**src/rtl/msg_dma_pkg.sv**
```systemverilog
package msg_dma_pkg;
  localparam logic [7:0] OFF_SRC   = 8'h00;
  localparam logic [7:0] OFF_DST   = 8'h04;
  localparam logic [7:0] OFF_LEN   = 8'h08;
  localparam logic [7:0] OFF_CTRL  = 8'h0C;
  localparam logic [7:0] OFF_POST  = 8'h10;
  localparam logic [7:0] OFF_RSTAT = 8'h14;

  typedef enum logic [1:0] {TX_IDLE, TX_READ, TX_WAIT, TX_SEND} tx_state_e;
  typedef enum logic [1:0] {RX_IDLE, RX_DIRECT, RX_STAGE, RX_DRAIN} rx_state_e;
endpackage

```
**src/rtl/msg_dma_regs.sv**
```systemverilog
module msg_dma_regs
  import msg_dma_pkg::*;
#(
  parameter int AW        = 32,
  parameter int DW        = 32,
  parameter int NODE_W    = 8,
  parameter int MAX_WORDS = 16,
  localparam int LEN_W    = $clog2(MAX_WORDS + 1)
) (
  input  logic              clk,
  input  logic              rst_n,
  input  logic              cfg_we,
  input  logic [7:0]        cfg_addr,
  input  logic [DW-1:0]     cfg_wdata,
  output logic [DW-1:0]     cfg_rdata,
  input  logic              busy,
  input  logic              post_valid,
  input  logic              post_done,
  input  logic              staged,
  output logic [AW-1:0]     src_addr,
  output logic [NODE_W-1:0] dst_node,
  output logic [LEN_W-1:0]  burst_len,
  output logic              start,
  output logic              post_wr,
  output logic [AW-1:0]     post_data
);
  logic len_ok;

  assign len_ok    = (burst_len != '0) && (burst_len <= LEN_W'(MAX_WORDS));
  assign start     = cfg_we && (cfg_addr == OFF_CTRL) && cfg_wdata[0] && !busy && len_ok;
  assign post_wr   = cfg_we && (cfg_addr == OFF_POST);
  assign post_data = cfg_wdata[AW-1:0];

  always_ff @(posedge clk or negedge rst_n) begin
    if (!rst_n) begin
      src_addr  <= '0;
      dst_node  <= '0;
      burst_len <= '0;
    end else if (cfg_we) begin
      case (cfg_addr)
        OFF_SRC: src_addr  <= cfg_wdata[AW-1:0];
        OFF_DST: dst_node  <= cfg_wdata[NODE_W-1:0];
        OFF_LEN: burst_len <= cfg_wdata[LEN_W-1:0];
        default: ;
      endcase
    end
  end

  always_comb begin
    cfg_rdata = '0;
    case (cfg_addr)
      OFF_SRC:   cfg_rdata = DW'(src_addr);
      OFF_DST:   cfg_rdata = DW'(dst_node);
      OFF_LEN:   cfg_rdata = DW'(burst_len);
      OFF_CTRL:  cfg_rdata = DW'({busy, 1'b0});
      OFF_RSTAT: cfg_rdata = DW'({staged, post_done, post_valid});
      default:   cfg_rdata = '0;
    endcase
  end
endmodule

```
**src/rtl/msg_dma_tx.sv**
```systemverilog
module msg_dma_tx
  import msg_dma_pkg::*;
#(
  parameter int AW        = 32,
  parameter int DW        = 32,
  parameter int NODE_W    = 8,
  parameter int MAX_WORDS = 16,
  localparam int LEN_W    = $clog2(MAX_WORDS + 1)
) (
  input  logic              clk,
  input  logic              rst_n,
  input  logic              start,
  input  logic [AW-1:0]     src_addr,
  input  logic [NODE_W-1:0] dst_node,
  input  logic [LEN_W-1:0]  burst_len,
  output logic              busy,
  output logic              mem_rd_en,
  output logic [AW-1:0]     mem_rd_addr,
  input  logic [DW-1:0]     mem_rd_data,
  output logic              tx_valid,
  input  logic              tx_ready,
  output logic [DW-1:0]     tx_data,
  output logic              tx_last,
  output logic [NODE_W-1:0] tx_dest
);
  tx_state_e         state;
  logic [AW-1:0]     src_q;
  logic [LEN_W-1:0]  len_q;
  logic [LEN_W-1:0]  cnt;
  logic [NODE_W-1:0] dest_q;
  logic [DW-1:0]     hold;
  logic              at_end;

  assign at_end = (cnt == len_q - LEN_W'(1));

  always_ff @(posedge clk or negedge rst_n) begin
    if (!rst_n) begin
      state  <= TX_IDLE;
      src_q  <= '0;
      len_q  <= '0;
      cnt    <= '0;
      dest_q <= '0;
      hold   <= '0;
    end else begin
      case (state)
        TX_IDLE: if (start) begin
          src_q  <= src_addr;
          len_q  <= burst_len;
          dest_q <= dst_node;
          cnt    <= '0;
          state  <= TX_READ;
        end
        TX_READ: state <= TX_WAIT;
        TX_WAIT: begin
          hold  <= mem_rd_data;
          state <= TX_SEND;
        end
        TX_SEND: if (tx_ready) begin
          if (at_end) begin
            state <= TX_IDLE;
          end else begin
            cnt   <= cnt + LEN_W'(1);
            state <= TX_READ;
          end
        end
        default: state <= TX_IDLE;
      endcase
    end
  end

  assign busy        = (state != TX_IDLE);
  assign mem_rd_en   = (state == TX_READ);
  assign mem_rd_addr = src_q + AW'(cnt);
  assign tx_valid    = (state == TX_SEND);
  assign tx_data     = hold;
  assign tx_last     = (state == TX_SEND) && at_end;
  assign tx_dest     = dest_q;
endmodule

```
**src/rtl/msg_dma_rx.sv**
```systemverilog
module msg_dma_rx
  import msg_dma_pkg::*;
#(
  parameter int AW        = 32,
  parameter int DW        = 32,
  parameter int MAX_WORDS = 16,
  localparam int LEN_W    = $clog2(MAX_WORDS + 1),
  localparam int IDX_W    = $clog2(MAX_WORDS)
) (
  input  logic          clk,
  input  logic          rst_n,
  input  logic          post_wr,
  input  logic [AW-1:0] post_data,
  output logic          post_valid,
  output logic          post_done,
  output logic          staged,
  input  logic          rx_valid,
  output logic          rx_ready,
  input  logic [DW-1:0] rx_data,
  input  logic          rx_last,
  output logic          mem_wr_en,
  output logic [AW-1:0] mem_wr_addr,
  output logic [DW-1:0] mem_wr_data
);
  rx_state_e        state;
  logic [AW-1:0]    post_addr;
  logic [LEN_W-1:0] wcnt;
  logic [LEN_W-1:0] buf_len;
  logic [DW-1:0]    buf_mem [MAX_WORDS];
  logic             rx_hs;
  logic             room;
  logic             drain_end;

  assign rx_hs     = rx_valid && rx_ready;
  assign room      = (wcnt < LEN_W'(MAX_WORDS));
  assign drain_end = (wcnt == buf_len - LEN_W'(1));

  always_ff @(posedge clk or negedge rst_n) begin
    if (!rst_n) begin
      state      <= RX_IDLE;
      post_addr  <= '0;
      post_valid <= 1'b0;
      post_done  <= 1'b0;
      staged     <= 1'b0;
      wcnt       <= '0;
      buf_len    <= '0;
    end else begin
      if (post_wr && !post_valid) begin
        post_valid <= 1'b1;
        post_addr  <= post_data;
        post_done  <= 1'b0;
      end
      case (state)
        RX_IDLE: begin
          wcnt <= '0;
          if (staged && post_valid) state <= RX_DRAIN;
          else if (rx_valid && !staged) state <= post_valid ? RX_DIRECT : RX_STAGE;
        end
        RX_DIRECT: if (rx_hs) begin
          wcnt <= wcnt + LEN_W'(1);
          if (rx_last) begin
            post_valid <= 1'b0;
            post_done  <= 1'b1;
            state      <= RX_IDLE;
          end
        end
        RX_STAGE: if (rx_hs) begin
          if (room) wcnt <= wcnt + LEN_W'(1);
          if (rx_last) begin
            staged  <= 1'b1;
            buf_len <= room ? wcnt + LEN_W'(1) : wcnt;
            state   <= RX_IDLE;
          end
        end
        RX_DRAIN: begin
          wcnt <= wcnt + LEN_W'(1);
          if (drain_end) begin
            staged     <= 1'b0;
            post_valid <= 1'b0;
            post_done  <= 1'b1;
            state      <= RX_IDLE;
          end
        end
        default: state <= RX_IDLE;
      endcase
    end
  end

  always_ff @(posedge clk) begin
    if (state == RX_STAGE && rx_hs && room) buf_mem[wcnt[IDX_W-1:0]] <= rx_data;
  end

  always_comb begin
    rx_ready    = (state == RX_DIRECT) || (state == RX_STAGE);
    mem_wr_en   = 1'b0;
    mem_wr_addr = post_addr + AW'(wcnt);
    mem_wr_data = rx_data;
    if (state == RX_DIRECT) begin
      mem_wr_en = rx_valid;
    end else if (state == RX_DRAIN) begin
      mem_wr_en   = 1'b1;
      mem_wr_data = buf_mem[wcnt[IDX_W-1:0]];
    end
  end
endmodule

```
**src/rtl/msg_dma_engine.sv**
```systemverilog
module msg_dma_engine
  import msg_dma_pkg::*;
#(
  parameter int AW        = 32,
  parameter int DW        = 32,
  parameter int NODE_W    = 8,
  parameter int MAX_WORDS = 16,
  localparam int LEN_W    = $clog2(MAX_WORDS + 1)
) (
  input  logic              clk,
  input  logic              rst_n,
  input  logic              cfg_we,
  input  logic [7:0]        cfg_addr,
  input  logic [DW-1:0]     cfg_wdata,
  output logic [DW-1:0]     cfg_rdata,
  output logic              mem_rd_en,
  output logic [AW-1:0]     mem_rd_addr,
  input  logic [DW-1:0]     mem_rd_data,
  output logic              mem_wr_en,
  output logic [AW-1:0]     mem_wr_addr,
  output logic [DW-1:0]     mem_wr_data,
  output logic              tx_valid,
  input  logic              tx_ready,
  output logic [DW-1:0]     tx_data,
  output logic              tx_last,
  output logic [NODE_W-1:0] tx_dest,
  input  logic              rx_valid,
  output logic              rx_ready,
  input  logic [DW-1:0]     rx_data,
  input  logic              rx_last
);
  logic              busy;
  logic              start;
  logic              post_wr;
  logic              post_valid;
  logic              post_done;
  logic              staged;
  logic [AW-1:0]     post_data;
  logic [AW-1:0]     src_addr;
  logic [NODE_W-1:0] dst_node;
  logic [LEN_W-1:0]  burst_len;

  msg_dma_regs #(.AW(AW), .DW(DW), .NODE_W(NODE_W), .MAX_WORDS(MAX_WORDS)) i_regs (
    .clk(clk), .rst_n(rst_n), .cfg_we(cfg_we), .cfg_addr(cfg_addr),
    .cfg_wdata(cfg_wdata), .cfg_rdata(cfg_rdata), .busy(busy),
    .post_valid(post_valid), .post_done(post_done), .staged(staged),
    .src_addr(src_addr), .dst_node(dst_node), .burst_len(burst_len),
    .start(start), .post_wr(post_wr), .post_data(post_data)
  );

  msg_dma_tx #(.AW(AW), .DW(DW), .NODE_W(NODE_W), .MAX_WORDS(MAX_WORDS)) i_tx (
    .clk(clk), .rst_n(rst_n), .start(start), .src_addr(src_addr),
    .dst_node(dst_node), .burst_len(burst_len), .busy(busy),
    .mem_rd_en(mem_rd_en), .mem_rd_addr(mem_rd_addr), .mem_rd_data(mem_rd_data),
    .tx_valid(tx_valid), .tx_ready(tx_ready), .tx_data(tx_data),
    .tx_last(tx_last), .tx_dest(tx_dest)
  );

  msg_dma_rx #(.AW(AW), .DW(DW), .MAX_WORDS(MAX_WORDS)) i_rx (
    .clk(clk), .rst_n(rst_n), .post_wr(post_wr), .post_data(post_data),
    .post_valid(post_valid), .post_done(post_done), .staged(staged),
    .rx_valid(rx_valid), .rx_ready(rx_ready), .rx_data(rx_data),
    .rx_last(rx_last), .mem_wr_en(mem_wr_en), .mem_wr_addr(mem_wr_addr),
    .mem_wr_data(mem_wr_data)
  );
endmodule

```
**config.mk**
```make
export PLATFORM = sky130hd
export DESIGN_NAME = msg_dma_engine
export DESIGN_NICKNAME = d
export VERILOG_FILES = /design/src/rtl/msg_dma_pkg.sv /design/src/rtl/msg_dma_regs.sv /design/src/rtl/msg_dma_tx.sv /design/src/rtl/msg_dma_rx.sv /design/src/rtl/msg_dma_engine.sv
export SDC_FILE = /design/constraint.sdc
export NUM_CORES = 1
export LEC_CHECK = 0
export BUFFER_PORTS_ARGS = -buffer_cell sky130_fd_sc_hd__clkbuf_2
export CORE_AREA = 2 2 287 289
export CTS_BUF_LIST = sky130_fd_sc_hd__clkbuf_4
export DETAILED_ROUTE_END_ITERATION = 10
export DIE_AREA = 0 0 289 291
export HOLD_SLACK_MARGIN = 0.06
export PLACE_DENSITY = 0.56
export SLEW_MARGIN = 10
export SYNTH_ARGS = -nofsm -noshare
export SYNTH_HDL_FRONTEND = slang
export SYNTH_SLANG_ARGS = --single-unit
```
**constraint.sdc**
```tcl
create_clock -name clk -period 5.65 [get_ports clk]
set_input_delay 0.565 -clock clk [delete_from_list [all_inputs] [get_ports clk]]
set_output_delay 0.565 -clock clk [all_outputs]
set_load 0.02 [all_outputs]
```
# After elaboration in Yosys (flattened, before gate mapping)
# Memories as Yosys holds them, arrays and structs flattened.
# Index checks and enable logic that the tools add are counted.
# classes
addsub,6
multipliers,0
div,0
n_lt_le_gt_ge,2
eq_ne,23
shift,0
muxes,40
bitwise_logic,0
n_reduce_logical,35
# op_table
cell,n
one-hot mux 32 bit (5 select lines),1
adder 32 x 5 -> 32 bit,2
2-to-1 mux 32 bit,2
2-to-1 mux 5 bit,6
one-hot mux 5 bit (4 select lines),1
"equality test 8 x 4 -> 1 bit, second input constant",2
"equality test 8 x 5 -> 1 bit, second input constant",2
2-to-1 mux 1 bit,16
2-to-1 mux 2 bit,8
logical AND 1 bit,13
"!= test 2 x 1 -> 1 bit, second input constant",6
AND reduction 2 bit,6
AND reduction 4 bit,3
"adder 5 x 1 -> 5 bit, second input constant",2
equality test 5 bit,2
one-hot mux 5 bit (2 select lines),1
"subtractor 5 x 1 -> 5 bit, second input constant",2
"equality test 2 bit, second input constant",4
"equality test 8 x 3 -> 1 bit, second input constant",1
logical NOT 8 bit,1
one-hot mux 2 bit (4 select lines),1
"!= test 2 bit, second input constant",3
one-hot mux 1 bit (2 select lines),3
one-hot mux 2 bit (3 select lines),1
other kinds (11),17
# totals
ff_bits,176
latchBits,0
mem_bits_rw,512
romBits,0
inputBits,110
out_inout_bits,173
elab_cells,123
n_memories,1
# memory_table
name,words,word_bits,rd,rd_ports_with_merged_regs,write_ports,line_no,text
i_rx.buf_mem,16,32,1,0,1,msg_dma_rx.sv:29,logic [DW-1:0] buf_mem [MAX_WORDS];

# Depth between registers and ports, before layout
# depth
word_depth,7
ltp_mapped,9
depth_no_buf,7

# Modules after synthesis
# Synthesis repeated with hierarchy kept, for this count alone.
# unflattened
cells_unflattened,1674
hier_area_um2,29692.2
# modules_own_cells
mod,instances,cells_per_inst,area_per_inst_um2,seq_area_each_um2
msg_dma_rx,1,1137,22907.0,16550.9
msg_dma_tx,1,336,4195.3,2102.0
msg_dma_regs,1,201,2590.0,1126.1

# Least setup slack after synthesis
# OpenSTA, ideal clock, no wires.
# synth_path
path_kind,flip-flop to flip-flop
start,reg i_rx.wcnt[1]
end,mem i_rx.buf_mem[1][0] (enable)
setup_time_ns,0.461
arrival_time_ns,3.521
t_required_ns,5.189
path_slack_ns,1.668
stages_incl_launch_ff,8
n_path_buf,3
synth_period_minus_slack_ns,3.982
path_cell_list,dfrtp_1 -> clkbuf_1 -> buf_2 -> clkbuf_1 -> inv_1 -> ha_1 -> nand2_1 -> nor3_1
# synth_via
elab_chain_len,4
# synth_rtl
item,line_no,text
start: declaration,msg_dma_rx.sv:27,logic [LEN_W-1:0] wcnt;
start signal: assignment,msg_dma_rx.sv:60,wcnt <= wcnt + LEN_W'(1);
start signal: assignment,msg_dma_rx.sv:68,if (room) wcnt <= wcnt + LEN_W'(1);
start signal: assignment,msg_dma_rx.sv:76,wcnt <= wcnt + LEN_W'(1);
less-than comparator 5 bit,msg_dma_rx.sv:35,assign room = (wcnt < LEN_W'(MAX_WORDS));
logical AND 1 bit,msg_dma_rx.sv:90,if (state == RX_STAGE && rx_hs && room) buf_mem[wcnt[IDX_W-1:0]] <= rx_data;
2-to-1 mux 1 bit,msg_dma_rx.sv:90,
2-to-1 mux 1 bit (not written as such),msg_dma_rx.sv:90,
end: declaration,msg_dma_rx.sv:29,
# Several ways; a longest one is shown, not always the timed one.

# Final worst setup path
# layout_path
start,reg i_rx.wcnt[1]
end,out mem_wr_data[13]
# layout_via
elab_chain_len,3
# layout_rtl
item,line_no,text
memory (16 x 32 bit),-,
2-to-1 mux 32 bit,msg_dma_rx.sv:100,end else if (state == RX_DRAIN) begin
2-to-1 mux 32 bit,msg_dma_rx.sv:98,if (state == RX_DIRECT) begin
end: declaration,msg_dma_engine.sv:21,"output logic [DW-1:0] mem_wr_data,"
# Every way passes these cells.

==> report_table.html <==
<table>
<tr><th>Metric</th><th>Value</th></tr>
<tr><th colspan="2">Die</th></tr>
<tr><td>Vertical die dimension</td><td>291 um</td></tr>
<tr><td>Starting density of the core</td><td>35.75%</td></tr>
<tr><td>Number of placed I/O pins</td><td>283</td></tr>
<tr><td>Die area</td><td>84,100 um2</td></tr>
<tr><td>Total number of placement rows</td><td>105</td></tr>
<tr><td>Area of the core region</td><td>81,190 um2</td></tr>
<tr><td>Horiz. Die Dim</td><td>289 um</td></tr>
<tr><th colspan="2">STA</th></tr>
<tr><td>Slew at the pin closest to its max-slew limit</td><td>1107 ps</td></tr>
<tr><td>Hold Violations, Final</td><td>0</td></tr>
<tr><td>Max-slew violations</td><td>0</td></tr>
<tr><td>Final number of setup-violating endpoints</td><td>0</td></tr>
<tr><td>Unrepaired setup endpoints after global routing</td><td>false</td></tr>
<tr><td>Minimum clock period</td><td>4684 ps</td></tr>
<tr><td>Max-slew headroom at the worst pin</td><td>26.22%</td></tr>
<tr><td>Final Cycle Share</td><td>82.89%</td></tr>
<tr><td>FMAX</td><td>0.2135 GHz</td></tr>
<tr><td>Final worst clock skew</td><td>78.47 ps</td></tr>
<tr><td>Summed negative setup slack over all endpoints</td><td>0 ps</td></tr>
<tr><th colspan="2">Flow run</th></tr>
<tr><td>Number of max-capacitance violations reported</td><td>0</td></tr>
<tr><th colspan="2">Placed design</th></tr>
<tr><td>Number of port buffers</td><td>282</td></tr>
<tr><td>Total instance count after detailed placement</td><td>2,893</td></tr>
<tr><td>Global placement routability congestion</td><td>0.8609</td></tr>
<tr><td>Hpwl dp</td><td>43,700 um</td></tr>
<tr><td>Total cell area at the placement stage</td><td>31,840 um2</td></tr>
<tr><th colspan="2">Detailed routing</th></tr>
<tr><td>Wire length reported by the detailed router</td><td>72,650 um</td></tr>
<tr><td>Vias post-DR</td><td>16,790</td></tr>
<tr><td>Initial DRC Count</td><td>1,137</td></tr>
<tr><td>Wire length per cell</td><td>21.86 um</td></tr>
<tr><td>Via density per instance</td><td>5.050</td></tr>
<tr><td>DRC errors left</td><td>0</td></tr>
<tr><td>First drt pass iteration count</td><td>7</td></tr>
<tr><td>Count of antenna-violating nets left after detailed routing</td><td>0</td></tr>
<tr><th colspan="2">Synthesis</th></tr>
<tr><td>EDFF count, synth</td><td>512</td></tr>
<tr><td>Cell type contributing the most total cell area after synthesis</td><td>edfxtp_1</td></tr>
<tr><td>FFs w/ async S/R, synth</td><td>25.58%</td></tr>
<tr><td>Synth Net Count</td><td>1,718</td></tr>
<tr><td>Dominant register cell in the synthesized netlist</td><td>edfxtp_1</td></tr>
<tr><td>Flip-flop and latch count after synthesis</td><td>688</td></tr>
<tr><td>Leading cell types by count after synthesis</td><td>edfxtp_1 (512), dfrtp_1 (176), mux4_2 (160), mux2_1 (144), xor2_1 (56)</td></tr>
<tr><td>Number of different library cells in the post-synthesis netlist</td><td>68</td></tr>
<tr><td>Count of warnings emitted by yosys</td><td>0</td></tr>
<tr><td>Syn Area/Cell</td><td>18.38 um2</td></tr>
<tr><td>Cell with the most instances after synthesis</td><td>edfxtp_1</td></tr>
<tr><td>Post-Synthesis Cell Area</td><td>29,020 um2</td></tr>
<tr><td>Top cell type's share of synthesized area</td><td>52.98%</td></tr>
<tr><td>Post-synthesis sequential area ratio</td><td>68.15%</td></tr>
<tr><td>Most area-consuming cells after synthesis</td><td>edfxtp_1 (53%), dfrtp_1 (15%), mux4_2 (12%)</td></tr>
<tr><td>Number of cells produced by synthesis</td><td>1,579</td></tr>
<tr><th colspan="2">Worst hold path</th></tr>
<tr><td>Sink of the worst hold path</td><td>i_rx.post_valid</td></tr>
<tr><td>Kind of path behind the tightest hold check</td><td>input port to register</td></tr>
<tr><td>Min-delay src</td><td>cfg_addr[5]</td></tr>
<tr><td>Cells on Worst Hold Path</td><td>5</td></tr>
<tr><th colspan="2">Setup path</th></tr>
<tr><td>Worst setup path startpoint</td><td>i_rx.wcnt[1]</td></tr>
<tr><td>FF-to-FF Start</td><td>i_rx.wcnt[0]</td></tr>
<tr><td>Worst Setup Start Kind</td><td>register</td></tr>
<tr><td>Data required time of the critical path</td><td>5090 ps</td></tr>
<tr><td>Master of the slowest instance on the critical path</td><td>dfrtp_4</td></tr>
<tr><td>Critical path's top delay family</td><td>multiplexers</td></tr>
<tr><td>Crit Path Category</td><td>register to output pin</td></tr>
<tr><td>Data arrival at the endpoint of the critical path</td><td>4120 ps</td></tr>
<tr><td>Reg-to-Reg End</td><td>i_rx.buf_mem[15][16]</td></tr>
<tr><td>Worst-path fanout max</td><td>55</td></tr>
<tr><td>Largest stage delay on the critical path</td><td>980 ps</td></tr>
<tr><td>List of cells traversed by the critical path</td><td>buf_4 -&gt; mux4_2 -&gt; mux4_2 -&gt; mux2_2 -&gt; clkbuf_2</td></tr>
<tr><td>Number of buffers and inverters on the critical path</td><td>2</td></tr>
<tr><td>Worst setup slack for register-to-register paths</td><td>2200 ps</td></tr>
<tr><td>Endpoint type of the worst setup path</td><td>output pin</td></tr>
<tr><td>Cell occurring most often along the worst timing path</td><td>mux4_2</td></tr>
<tr><td>Worst reg-to-reg path cell count</td><td>5</td></tr>
<tr><th colspan="2">Global routing</th></tr>
<tr><td>Maximum number of pins on one net before global-route repair</td><td>84</td></tr>
<tr><td>GRT Residual Overflow</td><td>0</td></tr>
<tr><td>Vias in the first global route</td><td>17,850</td></tr>
<tr><td>GRT Util Overall</td><td>17.38%</td></tr>
<tr><td>First-pass GRT wire length</td><td>108,800 um</td></tr>
<tr><td>Antenna violations before repair</td><td>6</td></tr>
<tr><th colspan="2">Clock network</th></tr>
<tr><td>Number of buffers on the longest clock path</td><td>3</td></tr>
<tr><td>Clock sink count</td><td>688</td></tr>
<tr><td>TritonCTS clock tree</td><td>done</td></tr>
<tr><td>Post CTS Setup Buffer Count</td><td>0</td></tr>
<tr><td>Post-CTS clock slew at the launch and capture registers of the worst setup and hold paths</td><td>70 ps</td></tr>
<tr><td>TritonCTS buffer count</td><td>184</td></tr>
<tr><td>Cell chosen for the clock root</td><td>clkbuf_4</td></tr>
<tr><td>Clock insertion delay at the later pin of the skew report</td><td>1030 ps</td></tr>
<tr><td>Count of H-tree levels built during CTS</td><td>4</td></tr>
<tr><th colspan="2">Final layout</th></tr>
<tr><td>Total Nets Final</td><td>2,253</td></tr>
<tr><td>Fraction of layout cells with a size suffix above 1</td><td>37.46%</td></tr>
<tr><td>Layout Cells excl Fill</td><td>3,324</td></tr>
<tr><td>Final standard cell area without fillers</td><td>35,260 um2</td></tr>
<tr><td>Core occupancy in the finished layout</td><td>43.43%</td></tr>
<tr><td>Total of fill cells in the finished design</td><td>7,292</td></tr>
<tr><td>Area growth from synthesis to layout</td><td>21.51%</td></tr>
<tr><th colspan="2">Run status</th></tr>
<tr><td>Run status</td><td>completed</td></tr>
<tr><th colspan="2">Power and ir drop</th></tr>
<tr><td>Peak supply drop</td><td>0.0001894 V</td></tr>
<tr><td>Power density over the cells</td><td>336.5 nW/um2</td></tr>
<tr><td>Leakage</td><td>0.01377 uW</td></tr>
</table>
[area by class of cell]
cell class / instances / area [um2] / area share [%]
clock buffer: 267 / 2004 / 5.684
inverter: 26 / 98.84 / 0.2803
clock inverter: 50 / 311.5 / 0.8835
timing repair buffer: 426 / 2801 / 7.944
multi-input combinational: 788 / 8895 / 25.22
tap: 1070 / 1339 / 3.796
sequential: 688 / 19790 / 56.12
antenna: 9 / 22.52 / 0.06387
[worst register-to-register path, cell delays in order (launching register included)]
cell and delay, ps:
dfrtp_4 670, buf_12 560, ha_1 390, nand2_1 240, nor2_4 800, buf_4 470
[per-layer routing]
layer	track usage, %	vias up	wire [um]
met5	0	-	21
met4	5.720	4	1310
met3	4.248	112	4365
met2	27.88	512	34970
met1	23.17	8664	31990
li1	-	7494	-
[power by group]
group	total [uW]	internal (uW)	switching, uW	leakage [uW]
logic	1840	963	881	0.00538
registers	5720	5570	154	0.00701
clock network	4300	2260	2040	0.00138
total	11900	8800	3070	0.0138
[what timing repair did]
item | 4_1_cts | 5_1_grt
hold endpoints to repair | 708 | 0
setup endpoints to repair | 0 | 0
hold buffers | 104 | 0
resized for setup | 0 | 0
[per-stage QoR]
stage	hold slack (ps)	power (uW)	setup WS [ps]
after floorplan	269.4	7139	1668
after global placement	467.5	7621	1940
after detailed placement	473.5	7648	1915
after CTS	60.02	12080	816.6
after global routing	85.51	12490	692.6
final	157.2	11870	966.5
[worst max path at each step]
| stage | cells after the start | slack (ps) | end |
|---|---|---|---|
| final | 5 | 970 | mem_wr_data[13] |
| after global routing | 5 | 690 | mem_wr_data[1] |
| after CTS | 5 | 820 | mem_wr_data[6] |
| after detailed placement | 5 | 1910 | mem_wr_data[6] |
| after global placement | 5 | 1940 | mem_wr_data[6] |
| after floorplan | 7 | 1670 | i_rx.buf_mem[1][0] |
[state kept, by name, summed over array words and instances, names as in the netlist]
register	flops
i_rx.wcnt	5
i_tx.state	2
i_regs.dst_node	8
i_tx.cnt	5
i_rx.buf_mem	512
i_rx.buf_len	5
i_tx.tx_data	32
i_rx.post_addr	32
i_rx.staged	1
i_tx.tx_dest	8
i_regs.src_addr	32
i_regs.burst_len	5
i_rx.state	2
i_tx.src_q	32
i_tx.len_q	5
i_rx.post_done	1
i_rx.post_valid	1
[cell usage in the layout (no fill, tap or decap), drive strengths merged, types with 3 or more instances in the layout]
cell         instances
mux4               160
a211o                3
and4                 3
ha                  27
clkbuf             548
buf                 42
xor2                56
nor3                35
nand3               18
mux2               184
o211ai               4
nand4               12
edfxtp             512
xnor2               19
a22o                 3
nand2               55
nor2b                8
a21o                13
nor4                19
dlygate4sd3        103
diode                9
nand2b               7
nor4b                5
o22ai                3
clkinv              45
mux2i                9
and2                29
a21oi               16
a21boi               3
or4                  3
o311ai               5
nor2                27
inv                 29
dfrtp              176
or3                  5
o21ai               21
nor3b                9
[cells by family after synthesis]
group           count (synthesis)  share of synthesized area (%)
compound gates                 87                          2.026
fa+ha+maj                      29                          1.302
simple gates                  244                          4.574
xor+xnor                       75                          2.263
flops                         688                          68.15
mux                           353                          20.00
buf+inv                       103                          1.686
Note: power is estimated with default switching activity, not from simulation.
